[src/rtl/eei2c_pkg.sv]
package eei2c_pkg;
  typedef enum logic [2:0] {
    ST_IDLE,
    ST_CTRL,
    ST_ADDR,
    ST_WDATA,
    ST_READ
  } bus_state_t;

  localparam int BYTE_W = 8;
  localparam int CNT_W  = 4;
endpackage

[src/rtl/eei2c_line_sync.sv]
module eei2c_line_sync #(
  parameter int STAGES = 2
) (
  input  logic clk,
  input  logic rst,
  input  logic din,
  output logic lvl,
  output logic rise,
  output logic fall
);
  logic [STAGES-1:0] sh;
  logic              prev;

  always_ff @(posedge clk) begin
    if (rst) begin
      sh   <= '1;
      prev <= 1'b1;
    end else begin
      sh   <= {sh[STAGES-2:0], din};
      prev <= sh[STAGES-1];
    end
  end

  assign lvl  = sh[STAGES-1];
  assign rise = sh[STAGES-1] & ~prev;
  assign fall = ~sh[STAGES-1] & prev;
endmodule

[src/rtl/eei2c_addr_ptr.sv]
module eei2c_addr_ptr #(
  parameter int ADDR_W = 7,
  parameter int PAGE_W = 4
) (
  input  logic              clk,
  input  logic              rst,
  input  logic              load,
  input  logic [ADDR_W-1:0] load_val,
  input  logic              step_page,
  input  logic              step_full,
  output logic [ADDR_W-1:0] ptr
);
  localparam logic [ADDR_W-1:0] PAGE_MASK = ADDR_W'((1 << PAGE_W) - 1);
  localparam logic [ADDR_W-1:0] TOP_ADDR  = '1;

  logic [ADDR_W-1:0] ptr_inc;
  assign ptr_inc = ptr + ADDR_W'(1);

  always_ff @(posedge clk) begin
    if (rst)            ptr <= '0;
    else if (load)      ptr <= load_val;
    else if (step_page) ptr <= (ptr & ~PAGE_MASK) | (ptr_inc & PAGE_MASK);
    else if (step_full) ptr <= ptr_inc;
  end

  // word address lands in the pointer
  a_r5_load: assert property (@(posedge clk) disable iff (rst)
    load |=> ptr == $past(load_val));
  // page step keeps the page number
  a_r6_page_kept: assert property (@(posedge clk) disable iff (rst)
    (step_page && !load) |=> ((ptr & ~PAGE_MASK) == $past(ptr & ~PAGE_MASK)));
  // read step wraps across the whole array
  a_r10_full_wrap: assert property (@(posedge clk) disable iff (rst)
    (step_full && !load && !step_page && ptr == TOP_ADDR) |=> ptr == '0);
endmodule

[src/rtl/eei2c_target.sv]
module eei2c_target
  import eei2c_pkg::*;
#(
  parameter int          ADDR_W      = 7,
  parameter int          PAGE_W      = 4,
  parameter int          SYNC_STAGES = 2,
  parameter logic [3:0]  DEV_CODE    = 4'b1010
) (
  input  logic              clk,
  input  logic              rst,
  input  logic              scl_i,
  input  logic              sda_i,
  output logic              sda_oe,
  input  logic [2:0]        cs_pins,
  input  logic              busy,
  output logic              wr_valid,
  output logic [ADDR_W-1:0] wr_addr,
  output logic [7:0]        wr_data,
  output logic              wr_stop,
  output logic [ADDR_W-1:0] rd_addr,
  input  logic [7:0]        rd_data
);
  localparam logic [CNT_W-1:0] CNT_ACK  = CNT_W'(BYTE_W);
  localparam logic [CNT_W-1:0] CNT_DONE = CNT_W'(BYTE_W + 1);

  logic scl_lvl, scl_rise, scl_fall;
  logic sda_lvl, sda_rise, sda_fall;

  eei2c_line_sync #(.STAGES(SYNC_STAGES)) u_scl (
    .clk(clk), .rst(rst), .din(scl_i),
    .lvl(scl_lvl), .rise(scl_rise), .fall(scl_fall));
  eei2c_line_sync #(.STAGES(SYNC_STAGES)) u_sda (
    .clk(clk), .rst(rst), .din(sda_i),
    .lvl(sda_lvl), .rise(sda_rise), .fall(sda_fall));

  logic start, stop;
  assign start = scl_lvl & sda_fall;
  assign stop  = scl_lvl & sda_rise;

  bus_state_t       st;
  logic [CNT_W-1:0] bit_cnt;
  logic [7:0]       shreg, txreg;
  logic             is_rd, had_data, mack;
  logic [ADDR_W-1:0] ptr;

  logic       edge_ok, byte_end, ctrl_hit, byte_ok;
  logic [2:0] tx_idx;
  assign edge_ok  = scl_fall & ~start & ~stop;
  assign byte_end = edge_ok & (bit_cnt == CNT_ACK);
  assign ctrl_hit = (shreg[7:4] == DEV_CODE) & (shreg[3:1] == cs_pins);
  assign byte_ok  = ~busy & ((st != ST_CTRL) | ctrl_hit);
  assign tx_idx   = 3'(4'd7 - bit_cnt);

  logic ptr_load, ptr_page, ptr_full;
  assign ptr_load = byte_end & (st == ST_ADDR) & ~busy;
  assign ptr_page = byte_end & (st == ST_WDATA) & ~busy;
  assign ptr_full = byte_end & (st == ST_READ);

  eei2c_addr_ptr #(.ADDR_W(ADDR_W), .PAGE_W(PAGE_W)) u_ptr (
    .clk(clk), .rst(rst), .load(ptr_load), .load_val(shreg[ADDR_W-1:0]),
    .step_page(ptr_page), .step_full(ptr_full), .ptr(ptr));

  assign rd_addr = ptr;

  always_ff @(posedge clk) begin
    if (rst) begin
      st       <= ST_IDLE;
      bit_cnt  <= '0;
      shreg    <= '0;
      txreg    <= '0;
      is_rd    <= 1'b0;
      had_data <= 1'b0;
      mack     <= 1'b0;
      sda_oe   <= 1'b0;
      wr_valid <= 1'b0;
      wr_stop  <= 1'b0;
      wr_addr  <= '0;
      wr_data  <= '0;
    end else begin
      wr_valid <= 1'b0;
      wr_stop  <= 1'b0;
      if (start) begin
        st       <= ST_CTRL;
        bit_cnt  <= '0;
        sda_oe   <= 1'b0;
        had_data <= 1'b0;
      end else if (stop) begin
        wr_stop  <= had_data;
        had_data <= 1'b0;
        st       <= ST_IDLE;
        bit_cnt  <= '0;
        sda_oe   <= 1'b0;
      end else if (st != ST_IDLE) begin
        if (scl_rise) begin
          if (bit_cnt < CNT_ACK) begin
            if (st != ST_READ) shreg <= {shreg[6:0], sda_lvl};
            bit_cnt <= bit_cnt + 1'b1;
          end else if (bit_cnt == CNT_ACK) begin
            mack    <= ~sda_lvl;
            bit_cnt <= CNT_DONE;
          end
        end else if (scl_fall) begin
          if (st == ST_READ) begin
            if (bit_cnt != '0 && bit_cnt < CNT_ACK) begin
              sda_oe <= ~txreg[tx_idx];
            end else if (bit_cnt == CNT_ACK) begin
              sda_oe <= 1'b0;
            end else if (bit_cnt == CNT_DONE) begin
              if (mack) begin
                txreg   <= rd_data;
                sda_oe  <= ~rd_data[7];
                bit_cnt <= '0;
              end else begin
                st     <= ST_IDLE;
                sda_oe <= 1'b0;
              end
            end
          end else if (bit_cnt == CNT_ACK) begin
            if (!byte_ok) begin
              st <= ST_IDLE;
            end else begin
              sda_oe <= 1'b1;
              if (st == ST_CTRL) is_rd <= shreg[0];
              if (st == ST_WDATA) begin
                wr_valid <= 1'b1;
                wr_addr  <= ptr;
                wr_data  <= shreg;
                had_data <= 1'b1;
              end
            end
          end else if (bit_cnt == CNT_DONE) begin
            sda_oe  <= 1'b0;
            bit_cnt <= '0;
            if (st == ST_CTRL) begin
              if (is_rd) begin
                st     <= ST_READ;
                txreg  <= rd_data;
                sda_oe <= ~rd_data[7];
              end else begin
                st <= ST_ADDR;
              end
            end else if (st == ST_ADDR) begin
              st <= ST_WDATA;
            end
          end
        end
      end
    end
  end

  // Start restarts control-byte reception at bit zero
  a_r1_start_restart: assert property (@(posedge clk) disable iff (rst)
    start |=> (st == ST_CTRL && bit_cnt == '0 && !sda_oe));
  // Stop releases the line and idles
  a_r1_stop_idle: assert property (@(posedge clk) disable iff (rst)
    stop |=> (st == ST_IDLE && !sda_oe));
  // no acknowledge of the control byte while busy
  a_r4_busy_no_ack: assert property (@(posedge clk) disable iff (rst)
    (byte_end && st == ST_CTRL && busy) |=> !sda_oe);
  // write strobe lasts one cycle
  a_r5_wr_pulse: assert property (@(posedge clk) disable iff (rst)
    wr_valid |=> !wr_valid);
  // stop-after-write strobe lasts one cycle
  a_r7_stop_pulse: assert property (@(posedge clk) disable iff (rst)
    wr_stop |=> !wr_stop);
  // the line driver never moves while synchronized SCL is high
  a_r12_sda_moves_low: assert property (@(posedge clk) disable iff (rst)
    !$stable(sda_oe) |-> (!$past(scl_lvl) || $past(start) || $past(stop)));
endmodule

[config.mk]
export PLATFORM = sky130hd
export DESIGN_NAME = eei2c_target
export DESIGN_NICKNAME = d
export VERILOG_FILES = /design/src/rtl/eei2c_pkg.sv /design/src/rtl/eei2c_line_sync.sv /design/src/rtl/eei2c_addr_ptr.sv /design/src/rtl/eei2c_target.sv
export SDC_FILE = /design/constraint.sdc
export NUM_CORES = 1
export LEC_CHECK = 0
export ABC_CLOCK_PERIOD_IN_PS = 3500
export BUFFER_PORTS_ARGS = -buffer_cell sky130_fd_sc_hd__buf_4
export CAP_MARGIN = 10
export CORE_ASPECT_RATIO = 0.8
export CORE_UTILIZATION = 29
export DETAILED_ROUTE_END_ITERATION = 10
export GPL_ROUTABILITY_DRIVEN = 0
export HOLD_SLACK_MARGIN = 0.03
export PLACE_DENSITY = 0.53
export SYNTH_ARGS = -nofsm -noshare
export SYNTH_HDL_FRONTEND = slang
export SYNTH_SLANG_ARGS = --single-unit
[constraint.sdc]
create_clock -name clk -period 3.5 [get_ports clk]
set_clock_uncertainty 0.2 [all_clocks]
set_input_delay 0.525 -clock clk [delete_from_list [all_inputs] [get_ports clk]]
set_output_delay 0.525 -clock clk [all_outputs]
set_load 0.05 [all_outputs]
# After elaboration in Yosys (flattened, before gate mapping)
# Cells that the tools add are included.
[word_totals]
register_bits = 57
in_bits = 16
out_inout_bits = 25
wordCells = 169
[classes]
n_mux = 52
bitwise_logic = 34
n_reduce_logical = 32
order_cmp = 2
addsub = 3
eq_ne = 28
[ops]
columns = ["cell", "count"]
rows = [
  ["8-bit 2-to-1 mux", 9],
  ["4-bit 2-to-1 mux", 11],
  ["3-bit 2-to-1 mux", 11],
  ["9-bit AND reduction", 3],
  ["3-bit nonzero test", 8],
  ["7-bit 2-to-1 mux", 3],
  ["10-bit AND reduction", 2],
  ["6-bit AND reduction", 3],
  ["1-bit 2-to-1 mux", 17],
  ["1-bit AND", 16],
  ["4-bit inequality test, second input constant", 4],
  ["1-bit NOT", 16],
  ["13-bit AND reduction", 1],
  ["4-bit == test, second input constant", 3],
  ["3-bit inequality test, second input constant", 4],
  ["2-bit inequality test, second input constant", 5],
  ["2-bit nonzero test", 5],
  ["5-bit nonzero test", 2],
  ["3-bit by 1-bit inequality test with 1-bit output, second input constant", 3],
  ["9-bit OR reduction", 1],
  ["4-bit nonzero test", 2],
  ["7-bit by 1-bit adder with 7-bit output, second input constant", 1],
  ["7-bit by 4-bit OR with 7-bit output", 1],
  ["7-bit AND reduction", 1],
  ["other kinds (16)", 19],
]

# Longest topological paths before layout
[depth]
ltp_word = 12
mapped_depth = 8

# By module
# From an unflattened synthesis, not the netlist that was laid out.
[unflattened]
hier_cells = 294
hier_area_um2 = 2770.2
[by_module_without_submodules]
columns = ["mod", "cells_each", "area_per_inst_um2", "instances"]
rows = [
  ["eei2c_target", 234, 2205.9, 1],
  ["eei2c_addr_ptr", 44, 379.1, 1],
  ["eei2c_line_sync", 8, 92.6, 2],
]

# Worst setup path before layout
# OpenSTA, ideal clock, no wires.
[synth_timing]
path_kind = "reg2reg"
startpoint = "register st[1]"
endpoint = "register st[0]"
arrival_ns = 2.039
stages_incl_launch_ff = 8
setup_slack_ns = 1.138
n_path_buf = 2
cell_sequence = "dfxtp_1 -> buf_6 -> or3b_1 -> buf_2 -> or3_4 -> a2111oi_4 -> a31oi_1 -> mux2i_1"
[synth_between]
elab_chain_len = 10
word_cells_on_any_way = 24
[synth_rtl]
columns = ["element", "line", "rtl"]
rows = [
  ["start: declaration", "eei2c_target.sv:40", "bus_state_t st;"],
  ["start signal: assignment", "eei2c_target.sv:67", "st <= ST_IDLE;"],
  ["start signal: assignment", "eei2c_target.sv:83", "st <= ST_CTRL;"],
  ["start signal: assignment", "eei2c_target.sv:90", "st <= ST_IDLE;"],
  ["3-bit by 1-bit == test with 1-bit output", "eei2c_target.sv:134", "if (st == ST_CTRL) begin"],
  ["3-bit 2-to-1 mux", "eei2c_target.sv:134", ""],
  ["3-bit 2-to-1 mux", "eei2c_target.sv:131", "end else if (bit_cnt == CNT_DONE) begin"],
  ["3-bit 2-to-1 mux", "eei2c_target.sv:118", "end else if (bit_cnt == CNT_ACK) begin"],
  ["3-bit 2-to-1 mux", "eei2c_target.sv:103", "if (st == ST_READ) begin"],
  ["1-bit 2-to-1 mux", "eei2c_target.sv:102", "end else if (scl_fall) begin"],
  ["1-bit 2-to-1 mux", "eei2c_target.sv:94", "if (scl_rise) begin"],
  ["1-bit 2-to-1 mux", "eei2c_target.sv:93", "end else if (st != ST_IDLE) begin"],
  ["1-bit 2-to-1 mux", "eei2c_target.sv:87", "end else if (stop) begin"],
  ["1-bit 2-to-1 mux", "eei2c_target.sv:82", "if (start) begin"],
]
# Parallel ways exist; a longest one is shown, timed or not. The select of a mux whose other input is x is not followed.
# A chain may end at the register's enable or synchronous reset.

# Final worst setup path
[layout_timing]
startpoint = "register bit_cnt[3]"
endpoint = "register u_ptr.ptr[3]"
[layout_between]
elab_chain_len = 6
word_cells_on_any_way = 10
[layout_rtl]
columns = ["element", "line", "rtl"]
rows = [
  ["start: declaration", "eei2c_target.sv:41", "logic [CNT_W-1:0] bit_cnt;"],
  ["start signal: assignment", "eei2c_target.sv:97", "bit_cnt <= bit_cnt + 1'b1;"],
  ["4-bit == test (*)", "eei2c_target.sv:49", "assign byte_end = edge_ok & (bit_cnt == CNT_ACK);"],
  ["1-bit AND (*)", "eei2c_target.sv:49", ""],
  ["1-bit AND (2 in series)", "eei2c_target.sv:56", "assign ptr_page = byte_end & (st == ST_WDATA) & ~busy;"],
  ["7-bit 2-to-1 mux", "eei2c_addr_ptr.sv:22", "else if (step_page) ptr <= (ptr & ~PAGE_MASK) | (ptr_inc & PAGE_MASK);"],
  ["7-bit 2-to-1 mux", "eei2c_addr_ptr.sv:21", "else if (load) ptr <= load_val;"],
  ["end signal: assignment", "eei2c_addr_ptr.sv:21", ""],
  ["end signal: assignment", "eei2c_addr_ptr.sv:22", ""],
  ["end signal: assignment", "eei2c_addr_ptr.sv:23", "else if (step_full) ptr <= ptr_inc;"],
  ["end: declaration", "eei2c_addr_ptr.sv:11", "output logic [ADDR_W-1:0] ptr"],
]
# Every way passes the cells marked *; elsewhere a longest branch is shown, timed or not.

==> results.toml <==
[hold_path]
hold_path_class = "in -> reg"

[sta]
maxSlewViolCount = 0
post-route-period-util = 0.7954
rsz0062_at_grt = "no"
tns_ps = 0
setup_viol = 0
hold_viol_final = 0
relSlewSlack = 0.4201
max_slew.worst_pin.slew_ps = 865.2
period_needed_ps = 2784
max_freq_mhz = 359.2

[synth]
synth_cells = 317
async_flop_share = 0
synth_enable_flop_cells = 0
yosysTopAreaCellShare = 0.3996
synth_top_cell_by_area = "dfxtp_1"
synth.distinct_cells = 62
synth_common_cells = "57 x dfxtp_1, 40 x nor2_1, 25 x mux2i_1"
yosys_warnings = 0
synthesis.nets = 340
yosysSeqAreaShare = 0.3996
avgSynthCellArea_sq_um = 9.007
ys_ff_latch = 57
netlist_area_sq_um = 2855
synth_ff_type = "dfxtp_1"
yosysMostFrequentCell = "dfxtp_1"
synth_area_leaders = "dfxtp_1 40%, mux2i_1 8.8%, nor2_1 5.3%, a21oi_1 3.3%, ha_1 3.1%"

[setup_path]
worstPathCellList = "or4b_4 -> nor3_1 -> nand3_1 -> mux2i_1 -> o32ai_1"
cp-startpoint = "bit_cnt[3]$_SDFFE_PP0P_"
cp_slowest_stage_delay_ps = 630
cpLargestDelayFamily = "simple AND/OR/NAND/NOR gates"
worst_setup_path_start_kind = "flip-flop"
slowest_stage = "or4b_4"
path_depth = 5
reg2reg_to = "u_ptr.ptr[3]$_SDFFE_PP0P_"
r2r_start = "bit_cnt[3]$_SDFFE_PP0P_"
cp.required_ps = 3540
critPathKind = "reg -> reg"
cp-endpoint = "u_ptr.ptr[3]$_SDFFE_PP0P_"
worst-path-buf-inv = 0
cp-end-kind = "flip-flop"
rr_worst_depth = 5
cp_max_fo = 15
reg2reg_setup_slack_ps = 720
cp_data_arrival_time_ps = 2820

[clock_tree]
cts_root_buffer = "clkbuf_16"
cts.path.max_buffers = 2
cts_tree = "done"
clock_latency_ps = 330
cts_made_buffers = 9
path_clk_slew_ps = 50
h-tree-depth = 3
postCtsHoldBufs = 0
post_cts_buffers = 0
cts_sinks = 57
cts_resized = 0

[die]
core_area_sq_um = 9309
start_util = 0.3067
die_h_microns = 90.75
die_x_microns = 112.9
rows = 31
io_pins = 41
dieArea_sq_um = 10250

[drt]
ant_nets = 0
firstDrtPassIters = 5
drtIter0Drc = 189
wire_per_inst_microns = 15.31
vias_per_cell = 5.238
via_count = 2488
routed_wl_mm = 7.274
drc = 0

[power]
p_leak_nw = 1.438
power_density_nw_per_um2 = 448.5
ir_drop_mv = 0.2375

[placement]
dp_hpwl_mm = 4.973
portBuffers = 40

[cells_and_area]
drive_gt1_frac = 0.2194
diodes = 0
areaGrowthSynthToFinish_pct = 24.50
fin_util = 0.3819
nets = 379

[grt]
grtUsageTotal = 0.1491
grt_pass1_vias = 2252
grt_max_degree = 52
grt_remaining_overflow = 0
grt_antenna_before_repair = 0
grt_pass1_wl_mm = 11.74

[flow_run]
maxCapViolCount = 0

[run_status]
outcome = "complete, no violations"
flip-flops by register name, summed over array words and instances (netlist names), 3 cells and up:
signal / cells
shreg: 8
txreg: 8
wr_data: 8
u_ptr.ptr: 7
wr_addr: 7
bit_cnt: 4
st: 3
logic make-up (layout without fill, tap and decap cells):
group                    after synthesis  in the layout  share of synthesized area
XOR/XNOR                               7              7                    0.02147
flip-flops                            57             57                     0.3996
buffers and inverters                 27             70                    0.04251
adder cells (fa/ha/maj)                7              7                    0.03067
multiplexers                          30             30                     0.1074
AND/OR/NAND/NOR                      115            115                     0.2147
AO/OA/AOI/OAI                         74             74                     0.1836
metrics by stage:
stage	total power, mW	instance area (sq um)	setup WS, ps	cells	hold slack (ps)
floorplan	0.7083	2855	1138	317	189.5
global placement	0.7375	3253	852.4	460	193.7
detailed placement	0.7365	3253	793.6	460	195.4
CTS	1.614	3555	762.5	475	164.8
global route	1.644	3555	557.0	475	171.8
finish	1.594	3555	716.0	475	175.8
area by class of cell:
| cell class | instances | area [sq um] |
|---|---|---|
| fillers | 969 | 5754 |
| multi-input cells | 233 | 1593 |
| flip-flops and latches | 57 | 1141 |
| repair buffers | 45 | 337.8 |
| clock buffers | 14 | 294.0 |
| well taps | 115 | 143.9 |
| inverters | 10 | 37.54 |
| clock inverters | 1 | 7.507 |
metal layers:
metal	vias to the layer above	part of all wire	global-route usage
met3	12	0.054	0.04362
met4	0	0.016	0.07456
li1	1237	-	-
met1	1170	0.50	0.2081
met5	-	0	0
met2	69	0.42	0.2058
power breakdown:
group / internal, mW / switching [mW] / total (mW)
Sequential: 0.654 / 0.00342 / 0.657
Combinational: 0.0256 / 0.0416 / 0.0672
Clock: 0.571 / 0.299 / 0.870
Total: 1.25 / 0.344 / 1.59
layout by cell type, fill, tap and decap left out, types with 2 or more instances in the layout:
cell	synthesis	layout
a211oi_1	2	2
a21oi_1	19	19
a221oi_1	2	2
a22oi_1	3	3
a311oi_1	3	3
a31oi_1	5	5
buf_4	0	45
clkbuf_16	0	9
clkbuf_8	0	5
dfxtp_1	57	57
ha_1	7	7
inv_1	10	10
mux2_2	5	5
mux2i_1	25	25
nand2_1	11	11
nand2b_1	6	6
nand3_1	13	13
nand4_1	3	3
nor2_1	40	40
nor2b_1	7	7
nor3_1	6	6
nor3b_1	4	4
nor4_1	2	2
o21a_1	2	2
o21ai_0	16	16
o21ai_1	2	2
or2_2	6	6
or3_1	4	4
xor2_1	7	7
how the worst min path moves through the flow:
stage                                 from                      to  cells past startpoint
global placement    u_scl.sh[0]$_SDFF_PP1_  u_scl.sh[1]$_SDFF_PP1_                      1
finish                               sda_i  u_sda.sh[0]$_SDFF_PP1_                      2
floorplan           u_scl.sh[0]$_SDFF_PP1_  u_scl.sh[1]$_SDFF_PP1_                      1
detailed placement  u_sda.sh[0]$_SDFF_PP1_  u_sda.sh[1]$_SDFF_PP1_                      1
global route                         scl_i  u_scl.sh[0]$_SDFF_PP1_                      2
CTS                                  sda_i  u_sda.sh[0]$_SDFF_PP1_                      2
No activity file was read; power rests on OpenSTA's default activity.
